### src/rtl/rxchk_pkg.sv
package rxchk_pkg;

  localparam int WORD_W = 16;
  localparam int CHAN_W = 8;

  typedef enum logic [1:0] {
    END_NONE  = 2'b00,
    END_ABORT = 2'b01,
    END_TWO   = 2'b10,
    END_ONE   = 2'b11
  } end_code_e;

  typedef struct packed {
    logic               is_pay;
    logic               is_idle;
    logic               is_rsvd;
    logic               is_sop;
    end_code_e          endc;
    logic [CHAN_W-1:0]  chan;
    logic [WORD_W-1:0]  data;
  } rx_dec_t;

endpackage

### src/rtl/rxchk_decode.sv
module rxchk_decode
  import rxchk_pkg::*;
(
  input  logic              in_valid,
  input  logic              in_ctl,
  input  logic [WORD_W-1:0] in_word,
  output rx_dec_t           dec
);

  logic ctl_v;

  always_comb begin
    ctl_v        = in_valid && in_ctl;
    dec.data     = in_word;
    dec.chan     = in_word[11:4];
    dec.is_pay   = in_valid && !in_ctl;
    dec.is_sop   = ctl_v && in_word[12];
    dec.endc     = ctl_v ? end_code_e'(in_word[14:13]) : END_NONE;
    dec.is_idle  = ctl_v && (in_word[14:4] == 11'd0);
    dec.is_rsvd  = ctl_v && (in_word[14:13] == 2'b00) && !in_word[12] &&
                   (in_word[11:4] != '0);
  end

endmodule

### src/rtl/rxchk_space.sv
module rxchk_space #(
  parameter int SPACE_MIN = 8
) (
  input  logic clk,
  input  logic rst_n,
  input  logic start,
  output logic err_space
);

  localparam int CNT_W = $clog2(SPACE_MIN + 1);
  localparam logic [CNT_W-1:0] CNT_SAT = CNT_W'(SPACE_MIN);

  logic [CNT_W-1:0] cnt_q, cnt_d;
  logic             err_q, err_d;

  always_comb begin
    cnt_d = cnt_q;
    err_d = 1'b0;
    if (start) begin
      err_d = (cnt_q < CNT_SAT);
      cnt_d = CNT_W'(1);
    end else if (cnt_q < CNT_SAT) begin
      cnt_d = cnt_q + CNT_W'(1);
    end
  end

  always_ff @(posedge clk or negedge rst_n) begin
    if (!rst_n) begin
      cnt_q <= CNT_SAT;
      err_q <= 1'b0;
    end else begin
      cnt_q <= cnt_d;
      err_q <= err_d;
    end
  end

  assign err_space = err_q;

  AST_CNT_IN_RANGE: assert property (@(posedge clk) disable iff (!rst_n)
    cnt_q <= CNT_SAT);

  AST_SPACE_AFTER_START: assert property (@(posedge clk) disable iff (!rst_n)
    err_space |-> $past(start));

endmodule

### src/rtl/rxchk_beat.sv
module rxchk_beat
  import rxchk_pkg::*;
(
  input  logic              clk,
  input  logic              rst_n,
  input  rx_dec_t           dec,
  output logic              out_valid,
  output logic [WORD_W-1:0] out_data,
  output logic              out_sop,
  output logic              out_eop,
  output logic              out_err,
  output logic              out_mty,
  output logic [CHAN_W-1:0] out_chan,
  output logic              err_pad,
  output logic              err_abort
);

  // holding stage
  logic              hv_q, hv_d;
  logic [WORD_W-1:0] hd_q, hd_d;
  logic              hs_q, hs_d;
  logic [CHAN_W-1:0] hc_q, hc_d;
  // packet state
  logic              pend_q, pend_d;
  logic [CHAN_W-1:0] pch_q, pch_d;
  logic              drop_q, drop_d;
  // output stage
  logic              ov_q, ov_d;
  logic [WORD_W-1:0] od_q, od_d;
  logic              os_q, os_d;
  logic              oe_q, oe_d;
  logic              oerr_q, oerr_d;
  logic              om_q, om_d;
  logic [CHAN_W-1:0] oc_q, oc_d;
  logic              pad_q, pad_d;
  logic              abt_q, abt_d;
  logic              hold_en, out_en;

  always_comb begin
    hv_d   = hv_q;
    hd_d   = hd_q;
    hs_d   = hs_q;
    hc_d   = hc_q;
    pend_d = pend_q;
    pch_d  = pch_q;
    drop_d = drop_q;
    ov_d   = 1'b0;
    od_d   = od_q;
    os_d   = 1'b0;
    oe_d   = 1'b0;
    oerr_d = 1'b0;
    om_d   = 1'b0;
    oc_d   = oc_q;
    pad_d  = 1'b0;
    abt_d  = 1'b0;
    hold_en = 1'b0;
    out_en  = 1'b0;

    if (dec.endc != END_NONE) begin
      abt_d = (dec.endc == END_ABORT);
      if (hv_q) begin
        out_en = 1'b1;
        ov_d   = 1'b1;
        od_d   = hd_q;
        os_d   = hs_q;
        oc_d   = hc_q;
        oe_d   = 1'b1;
        hv_d   = 1'b0;
        unique case (dec.endc)
          END_ABORT: oerr_d = 1'b1;
          END_ONE: begin
            if (hd_q[7:0] != 8'h00) begin
              oerr_d = 1'b1;
              pad_d  = 1'b1;
            end else begin
              om_d = 1'b1;
            end
          end
          default: ;
        endcase
      end
    end

    if (dec.is_sop) begin
      pend_d = 1'b1;
      pch_d  = dec.chan;
      drop_d = 1'b0;
    end

    if (dec.is_rsvd) begin
      drop_d = 1'b1;
    end

    if (dec.is_pay && !drop_q) begin
      hold_en = 1'b1;
      if (hv_q) begin
        out_en = 1'b1;
        ov_d   = 1'b1;
        od_d   = hd_q;
        os_d   = hs_q;
        oc_d   = hc_q;
      end
      hv_d   = 1'b1;
      hd_d   = dec.data;
      hs_d   = pend_q;
      hc_d   = pch_q;
      pend_d = 1'b0;
    end
  end

  always_ff @(posedge clk or negedge rst_n) begin
    if (!rst_n) begin
      hv_q   <= 1'b0;
      pend_q <= 1'b0;
      pch_q  <= '0;
      drop_q <= 1'b0;
      ov_q   <= 1'b0;
      os_q   <= 1'b0;
      oe_q   <= 1'b0;
      oerr_q <= 1'b0;
      om_q   <= 1'b0;
      pad_q  <= 1'b0;
      abt_q  <= 1'b0;
    end else begin
      hv_q   <= hv_d;
      pend_q <= pend_d;
      pch_q  <= pch_d;
      drop_q <= drop_d;
      ov_q   <= ov_d;
      os_q   <= os_d;
      oe_q   <= oe_d;
      oerr_q <= oerr_d;
      om_q   <= om_d;
      pad_q  <= pad_d;
      abt_q  <= abt_d;
    end
  end

  // data-path registers, clock-enabled
  always_ff @(posedge clk or negedge rst_n) begin
    if (!rst_n) begin
      hd_q <= '0;
      hs_q <= 1'b0;
      hc_q <= '0;
    end else if (hold_en) begin
      hd_q <= hd_d;
      hs_q <= hs_d;
      hc_q <= hc_d;
    end
  end

  always_ff @(posedge clk or negedge rst_n) begin
    if (!rst_n) begin
      od_q <= '0;
      oc_q <= '0;
    end else if (out_en) begin
      od_q <= od_d;
      oc_q <= oc_d;
    end
  end

  assign out_valid = ov_q;
  assign out_data  = od_q;
  assign out_sop   = os_q;
  assign out_eop   = oe_q;
  assign out_err   = oerr_q;
  assign out_mty   = om_q;
  assign out_chan  = oc_q;
  assign err_pad   = pad_q;
  assign err_abort = abt_q;

  AST_ERR_ON_EOP: assert property (@(posedge clk) disable iff (!rst_n)
    (out_valid && out_err) |-> out_eop);

  AST_ERR_EVEN: assert property (@(posedge clk) disable iff (!rst_n)
    (out_valid && out_err) |-> !out_mty);

  AST_PAD_ON_BEAT: assert property (@(posedge clk) disable iff (!rst_n)
    err_pad |-> (out_valid && out_eop && out_err));

  AST_DROP_QUIET: assert property (@(posedge clk) disable iff (!rst_n)
    (drop_q && dec.is_pay) |=> (!out_valid && $stable(hd_q)));

  AST_IDLE_QUIET: assert property (@(posedge clk) disable iff (!rst_n)
    dec.is_idle |=> (!out_valid && $stable(hv_q) && $stable(drop_q)));

endmodule

### src/rtl/rx_err_check.sv
module rx_err_check
  import rxchk_pkg::*;
#(
  parameter int SPACE_MIN = 8
) (
  input  logic        clk,
  input  logic        rst_n,
  input  logic        in_valid,
  input  logic        in_ctl,
  input  logic [15:0] in_word,
  output logic        out_valid,
  output logic [15:0] out_data,
  output logic        out_sop,
  output logic        out_eop,
  output logic        out_err,
  output logic        out_mty,
  output logic [7:0]  out_chan,
  output logic        err_space,
  output logic        err_pad,
  output logic        err_abort
);

  rx_dec_t dec;

  rxchk_decode i_decode (
    .in_valid (in_valid),
    .in_ctl   (in_ctl),
    .in_word  (in_word),
    .dec      (dec)
  );

  rxchk_space #(.SPACE_MIN(SPACE_MIN)) i_space (
    .clk       (clk),
    .rst_n     (rst_n),
    .start     (dec.is_sop),
    .err_space (err_space)
  );

  rxchk_beat i_beat (
    .clk       (clk),
    .rst_n     (rst_n),
    .dec       (dec),
    .out_valid (out_valid),
    .out_data  (out_data),
    .out_sop   (out_sop),
    .out_eop   (out_eop),
    .out_err   (out_err),
    .out_mty   (out_mty),
    .out_chan  (out_chan),
    .err_pad   (err_pad),
    .err_abort (err_abort)
  );

  AST_ABORT_SOURCE: assert property (@(posedge clk) disable iff (!rst_n)
    err_abort |-> $past(in_valid && in_ctl && (in_word[14:13] == 2'b01)));

endmodule

### config.mk
export PLATFORM = sky130hd
export DESIGN_NAME = rx_err_check
export DESIGN_NICKNAME = d
export VERILOG_FILES = /design/src/rtl/rxchk_pkg.sv /design/src/rtl/rxchk_decode.sv /design/src/rtl/rxchk_space.sv /design/src/rtl/rxchk_beat.sv /design/src/rtl/rx_err_check.sv
export SDC_FILE = /design/constraint.sdc
export NUM_CORES = 1
export LEC_CHECK = 0
export BUFFER_PORTS_ARGS = -buffer_cell sky130_fd_sc_hd__buf_2
export CAP_MARGIN = 20
export CORE_MARGIN = 4
export CORE_UTILIZATION = 45
export CTS_CLUSTER_SIZE = 8
export DETAILED_ROUTE_END_ITERATION = 8
export MAX_ROUTING_LAYER = met4
export PLACE_DENSITY = 0.75
export SLEW_MARGIN = 10
export SYNTH_ARGS = -nofsm -noshare
export SYNTH_HDL_FRONTEND = slang
export SYNTH_SLANG_ARGS = --single-unit
### constraint.sdc
create_clock -name clk -period 4.1 [get_ports clk]
set_clock_uncertainty 0.05 [all_clocks]
set_input_delay 0.615 -clock clk [delete_from_list [all_inputs] [get_ports clk]]
set_output_delay 0.615 -clock clk [all_outputs]
set_load 0.005 [all_outputs]
Word-level counts from Yosys, hierarchy flattened:

Index checks and enable logic that the tools add are counted.

* $mul: 0
* bitwise operators: 0
* shift-type cells: 0
* muxes and demuxes: 39
* eq/ne operators: 2
* reduce and logical (&&, ||, !) cells: 19
* magnitude comparators: 1
* $add $sub $neg: 1
* divide/modulo/power cells: 0

Operators with widths (number)
* $mux 16: 4
* $mux 8: 4
* $mux 1: 27
* $reduce_bool 8->1: 2
* $reduce_bool 2->1: 5
* $mux 4: 2
* $logic_and 1x1->1: 7
* $add 4x1->4 const B: 1
* $lt 4x4->1 const B: 1
* $logic_not 1->1: 3
* $eq 2x1->1 const B: 1
* $eq 2x2->1 const B: 1
* $logic_not 2->1: 1
* $mux 2: 1
* $pmux 1 s2: 1
* $reduce_and 2->1: 1

* memories kept: 0
* word-level logic and storage cells: 80
* memory bits (read-only): 0
* memory bits (writable): 0
* input port bits: 20
* bits in latches: 0
* flip-flop bits (word level): 72

Depth between registers and ports, before layout:

Gate-level depths: netlist of the first run.

* depth after elaboration: 6
* mapped depth: 5
* gate-level depth less buffers: 4

Modules after synthesis:

From an unflattened synthesis of the first run, not the netlist that was laid out.

* cells, all modules: 204
* area, all modules: 2975.4 um^2

Modules (own cells, without submodules)
* rxchk_beat: instances 1, cells each 152, area an instance 2484.9 um^2
* rxchk_decode: instances 1, cells each 35, area an instance 270.3 um^2
* rxchk_space: instances 1, cells each 17, area an instance 220.2 um^2

Worst setup path before layout of the first run:

OpenSTA, ideal clock, no wires.

* path type: input -> register
* start point: input in_ctl
* end point: register with a tool-made name
* stages: 5
* slack: 2178 ps
* required time: 3925 ps
* arrival: 1748 ps
* path through: buf_2 > nor2b_1 > a211oi_4 > buf_6 > mux2_2

RTL lines
* start, declared: RTL line rx_err_check.sv:9 `input logic in_ctl,`

==> results of run 1 <==
-- metal layers --
layer,vias to the layer above,GRT usage (%),wire (um),share of wire [%]
met1,800,19.24,2369,48
met3,10,3.802,269,5.4
met2,40,20.38,2199,44
li1,786,-,-,-
met5,-,-,0,0
met4,0,8.640,119,2.4
-- synth_stat cells, types with 2 or more instances --
master and number:
or4_1 4, a21oi_1 3, buf_4 3, nand2_1 28, nor3b_1 2, nor2b_1 2, clkbuf_1 2, mux2_1 2
o21ai_0 3, buf_6 2, inv_1 3, mux2_2 47, dfrtp_1 71, nor2_1 7
-- worst max-delay path, delay by kind of cell --
family | cells | cell delay, ns
AOI/OAI and AO/OA | 1 | 0.70
buffers and inverters | 2 | 0.52
muxes | 1 | 0.34
and+or+nand+nor | 1 | 0.11
-- stage by stage --
stage          instances  util [%]  instance area, um2  total power [uW]
3_5_place_dp         316     51.81                3085              1564
2_1_floorplan        195         -                2771              1346
5_1_grt              332     55.15                3284              2228
4_1_cts              332     55.15                3284              2121
6_report             332     55.15                3284              2091
3_3_place_gp         316     51.81                3085              1543
-- worst max path at each step --
stage | end | slack [ns] | cells past startpoint
floorplan | register | 2.18 | 5
global placement | register | 1.60 | 5
detailed placement | register | 1.57 | 5
CTS | register | 1.92 | 5
global route | register | 1.80 | 5
finish | register | 1.96 | 5
-- power by group through the flow --
stage	Sequential (uW)	Combinational, uW	Clock, uW
global route	1110	517	600
CTS	1080	475	567
global placement	1090	457	0
floorplan	1070	271	0
finish	1080	462	554
detailed placement	1090	472	0
-- cell type report --
cell class	count	area, um2	area share (%)
Inverter	3	11.26	0.3429
Clock inverter	3	40.04	1.219
Clock buffer	13	158.9	4.838
Sequential cell	72	1803	54.90
Timing Repair Buffer	54	277.8	8.457
Multi-Input combinational cell	112	899.6	27.39
Tap cell	75	93.84	2.857
-- kinds of logic (layout without fill, tap and decap cells) --
kind of cell	after synthesis	count (layout)	share of synthesized area, %
XOR/XNOR	2	2	0.6322
AO/OA/AOI/OAI	9	9	2.348
adder cells (fa/ha/maj)	1	1	0.4514
AND/OR/NAND/NOR	50	50	8.759
multiplexers	50	50	20.27
flip-flops	72	72	65.06
buffers and inverters	11	73	2.483
==> flow_metrics.env, run 1 <==
export IMPL_hpwl_um=3473
export IMPL_period_share_pct=52.27
export IMPL_firstDrtPassIters=4
export IMPL_cts_resized=0
export IMPL_fin_ws_ns=1.957
export IMPL_row_count=28
export IMPL_drcViolationCount=0
export IMPL_p_seq_share_pct=51.4
export IMPL_yosysWarnings=0
export IMPL_p_int_uw=1539
export IMPL_crit_slowest_cell="a211oi_4"
export IMPL_cp_required_ns=4.26
export IMPL_cts_buffers=9
export IMPL_synth_top_cell_by_area="dfrtp_1"
export IMPL_hold_viol=0
export IMPL_grt_max_degree=51
export IMPL_period_needed_ns=2.143
export IMPL_yosys_top_cells_area="dfrtp_1, mux2_2, nand2_1, or4_1, dfstp_2"
export IMPL_synth_nets=216
export IMPL_cts_root_buf="clkbuf_8"
export IMPL_place_ws_ns=1.567
export IMPL_pwr_share_comb_pct=22.1
export IMPL_cts_hold_buf=0
export IMPL_crit_type="in2reg"
export IMPL_synth_top_area_share_pct=64.11
export IMPL_p_sw_uw=552.4
export IMPL_postSynthAreaPerCell_um2=14.21
export IMPL_cts_path_max_buffers=2
export IMPL_maxSlewViolCount=0
export IMPL_fmax_mhz=466.6
export IMPL_area_growth_syn_to_layout_pct=18.51
export IMPL_critPathLaunchType="input pin"
export IMPL_synthArstFlopShare_pct=100.0
export IMPL_worstPathArrival_ns=2.30
export IMPL_postCtsSetupBuffers=0
export IMPL_tritoncts="built"
export IMPL_ant_nets=0
export IMPL_diodes=0
export IMPL_pwr_density_cell_mw_per_mm2=636.7
export IMPL_cp_slowest_stage_delay_ns=0.70
export IMPL_initial_core_util_pct=46.53
export IMPL_peakVddDrop_v=0.0003083
export IMPL_reg2reg_depth=4
export IMPL_drive_gt1_share_pct=46.30
export IMPL_grt_util_all_layers_pct=14.62
export IMPL_slew_headroom_pct=41.82
export IMPL_vias_per_cell=4.928
export IMPL_crit_start="in_ctl"
export IMPL_syn_area_mm2=0.002771
export IMPL_post_drt_wl_per_cell_um=14.93
export IMPL_final_nets=273
export IMPL_rsz0062_at_grt="no"
export IMPL_cts_sinks=72
export IMPL_maxCapViolations=0
export IMPL_critPathMaxFanout=17
export IMPL_ys_types=30
export IMPL_final_setup_viol_count=0
export IMPL_num_vias=1636
export IMPL_syn_inst=195
export IMPL_p_sw_share_pct=26.41
export IMPL_crit_chain="buf_2, nor2b_1, a211oi_4, buf_4, mux2_2"
export IMPL_hp_class="in2async"
export IMPL_final_cell_mix="dfrtp_1, buf_2, mux2_2"
export IMPL_grt_pass1_vias=1732
export IMPL_antenna_found_initial=0
export IMPL_die_w_um=86.48
export IMPL_end_kind="register"
export IMPL_path_clk_slew_ns=0.07
export IMPL_tightestPinTransition_ns=0.8699
export IMPL_grt_overflow_total=0
export IMPL_reg2reg_slack_ns=2.00
export IMPL_ys_ff_latch=72
export IMPL_clock_latency_ns=0.32
export IMPL_htreeDepth=3
export IMPL_whs_ns=0.2021
export IMPL_io_buffers=51
export IMPL_setup_tns_ns=0
export IMPL_status="finished, final reports clean"
export IMPL_rr_startpoint="i_beat.drop_q"
export IMPL_wl_um=4958
export IMPL_p_leak_uw=0.001583
export IMPL_dieArea_mm2=0.007478
export IMPL_gp_congestion=0.7514
export IMPL_nFillCells=536
export IMPL_synth_edf_count=0
export IMPL_first_iter_violations=84
export IMPL_grt_pass1_wl_um=8217
export IMPL_seq_area_frac_synth_pct=65.06
export IMPL_power_frac_clock_pct=26.5
export IMPL_ios=52
export IMPL_final_common_cell="dfrtp_1"
export IMPL_fp_dieH_um=86.48
export IMPL_synth_flop_cell="dfrtp_1"
export IMPL_core_mm2=0.005956
Note: power is estimated with default switching activity, not from simulation.
==> run 2: changes to the inputs <==
--- a/config.mk
+++ b/config.mk
@@ -12,7 +12,7 @@
 export CTS_CLUSTER_SIZE = 8
 export DETAILED_ROUTE_END_ITERATION = 8
 export MAX_ROUTING_LAYER = met4
-export PLACE_DENSITY = 0.75
+export PLACE_DENSITY = 0.77
 export SLEW_MARGIN = 10
 export SYNTH_ARGS = -nofsm -noshare
 export SYNTH_HDL_FRONTEND = slang
==> constraint.sdc (replaced) <==
create_clock -name clk -period 1.9 [get_ports clk]
set_clock_uncertainty 0.05 [all_clocks]
set_input_delay 0.285 -clock clk [delete_from_list [all_inputs] [get_ports clk]]
set_output_delay 0.285 -clock clk [all_outputs]
set_load 0.005 [all_outputs]
==> run 2 against run 1 <==
  * Global-route usage is 0.92 points higher
  * Die area did not move
  * Core utilization barely moved
  * Final area hardly changed
  * Largest power group unchanged
  * Setup slack got worse by 1.6 ns
==> flow_metrics.env, run 2 (synthesized netlist as in run 1, its figures left out) <==
export IMPL_status="finished, final reports clean"
export IMPL_die_w_um=86.48
export IMPL_p_seq_share_pct=53.8
export IMPL_final_nets=275
export IMPL_dieArea_mm2=0.007478
export IMPL_rsz0062_at_grt="no"
export IMPL_fmax_mhz=642.9
export IMPL_critical_path_buf_inv_count=1
export IMPL_nFillCells=528
export IMPL_clock_latency_ns=0.33
export IMPL_hold_viol=0
export IMPL_power_frac_clock_pct=22.6
export IMPL_grt_pass1_wl_um=8328
export IMPL_cts_sinks=72
export IMPL_gp_congestion=0.8104
export IMPL_setup_tns_ns=0
export IMPL_post_drt_wl_per_cell_um=14.81
export IMPL_ff_latch_area_mm2=0.001803
export IMPL_cp_required_ns=2.07
export IMPL_hpwl_um=3485
export IMPL_hold_path_depth=2
export IMPL_num_vias=1676
export IMPL_place_ws_ns=0.2982
export IMPL_firstDrtPassIters=4
export IMPL_min_from="in_word[0]"
export IMPL_pwr_density_cell_mw_per_mm2=1314
export IMPL_p_sw_uw=1192
export IMPL_initial_core_util_pct=46.53
export IMPL_busiest_layer="met2"
export IMPL_period_share_pct=81.86
export IMPL_diodes=0
export IMPL_use_met3_pct=5.133
export IMPL_p_leak_uw=0.001576
export IMPL_peakVddDrop_v=0.0005998
export IMPL_core_mm2=0.005956
export IMPL_cts_buffers=9
export IMPL_drcViolationCount=0
export IMPL_maxCapViolations=0
export IMPL_critPathLaunchType="register"
export IMPL_cts_path_max_buffers=2
export IMPL_gr_usage_met1_pct=19.36
export IMPL_p_sw_share_pct=27.65
export IMPL_htreeDepth=3
export IMPL_cts_resized=0
export IMPL_p_int_uw=3119
export IMPL_rr_startpoint="i_beat.drop_q"
export IMPL_crit_type="reg2reg"
export IMPL_fin_ws_ns=0.3446
export IMPL_critPathMaxFanout=26
export IMPL_path_clk_slew_ns=0.07
export IMPL_crit_slowest_cell="dfrtp_1"
export IMPL_holdPathEnd="i_beat.hd_q[0]"
export IMPL_end_kind="register"
export IMPL_reg2reg_depth=4
export IMPL_use_met2_pct=22.60
export IMPL_ant_nets=0
export IMPL_io_buffers=51
export IMPL_fp_dieH_um=86.48
export IMPL_cts_root_buf="clkbuf_8"
export IMPL_grt_pass1_vias=1736
export IMPL_tritoncts="built"
export IMPL_ios=52
export IMPL_cp_top_family="flip-flops"
export IMPL_row_count=28
export IMPL_hp_class="in2reg"
export IMPL_worstPathArrival_ns=1.72
export IMPL_final_common_cell="dfrtp_1"
export IMPL_cp_slowest_stage_delay_ns=0.42
export IMPL_slew_headroom_pct=71.57
export IMPL_pwr_share_comb_pct=23.6
export IMPL_crit_chain="nor2b_1, a211oi_4, buf_12, mux2_2"
export IMPL_vias_per_cell=5.033
export IMPL_area_growth_syn_to_layout_pct=18.42
export IMPL_final_setup_viol_count=0
export IMPL_multi_input_area_um2=899.6
export IMPL_antenna_found_initial=0
export IMPL_grt_max_degree=73
export IMPL_drive_gt1_share_pct=46.12
export IMPL_maxSlewViolCount=0
export IMPL_first_iter_violations=105
export IMPL_reg2reg_slack_ns=0.34
export IMPL_wl_um=4933
export IMPL_grt_util_all_layers_pct=15.54
export IMPL_grt_overflow_total=0
export IMPL_final_cell_mix="dfrtp_1, buf_2, mux2_2"
export IMPL_tightestPinTransition_ns=0.4252
export IMPL_period_needed_ns=1.555
run 2: changes by cell type in the layout (fill, tap and decap cells not counted), sizes merged:
cell / before / now
clkbuf: 13 / 11
clkinvlp: 0 / 1
clkinv: 2 / 3
bufinv: 1 / 0
buf: 54 / 55
dlygate4sd3: 0 / 1
run 2: through the flow:
step	utilization, %	std cells	power, uW	cell area [um2]	hold WS [ns]
after global routing	55.11	333	4619	3282	0.1103
after global placement	52.35	317	3325	3118	0.2857
after CTS	55.11	333	4389	3282	0.1137
after detailed placement	52.35	317	3398	3118	0.2923
final	55.11	333	4311	3282	0.1345
after floorplan	-	195	2904	2771	-0.06059
run 2: how the worst max path moves through the flow:
stage,end,startpoint,slack (ns),depth (start not counted)
after floorplan,register,in_ctl,0.31,5
after global placement,register,in_word[14],0.35,5
after detailed placement,register,in_valid,0.30,5
after CTS,register,i_beat.drop_q,0.33,4
after global routing,register,i_beat.drop_q,0.29,4
final,register,i_beat.drop_q,0.34,4
run 2: cell type report:
type	count	area share, %
Timing Repair Buffer	56	9.760
Clock inverter	4	0.6862
Tap cell	75	2.859
Sequential cell	72	54.94
Multi-Input combinational cell	112	27.41
Clock buffer	11	4.003
Inverter	3	0.3431
run 2: timing repair:
item	in CTS	in global routing
buffers inserted	0	0
hold endpoints to repair	71	0
hold buffers	1	0
run 2: power by group through the flow:
| stage | Clock [uW] | Combinational [uW] | Sequential (uW) |
|---|---|---|---|
| after CTS | 1010 | 1050 | 2330 |
| after detailed placement | 0 | 1040 | 2360 |
| after floorplan | 0 | 585 | 2320 |
| after global routing | 1090 | 1130 | 2400 |
| final | 974 | 1020 | 2320 |
| after global placement | 0 | 990 | 2340 |
run 2: layer usage:
layer | wire length [um] | vias to the layer above
met5 | 0 | -
met4 | 93 | 0
met1 | 2154 | 836
li1 | - | 782
met2 | 2347 | 51
met3 | 337 | 7
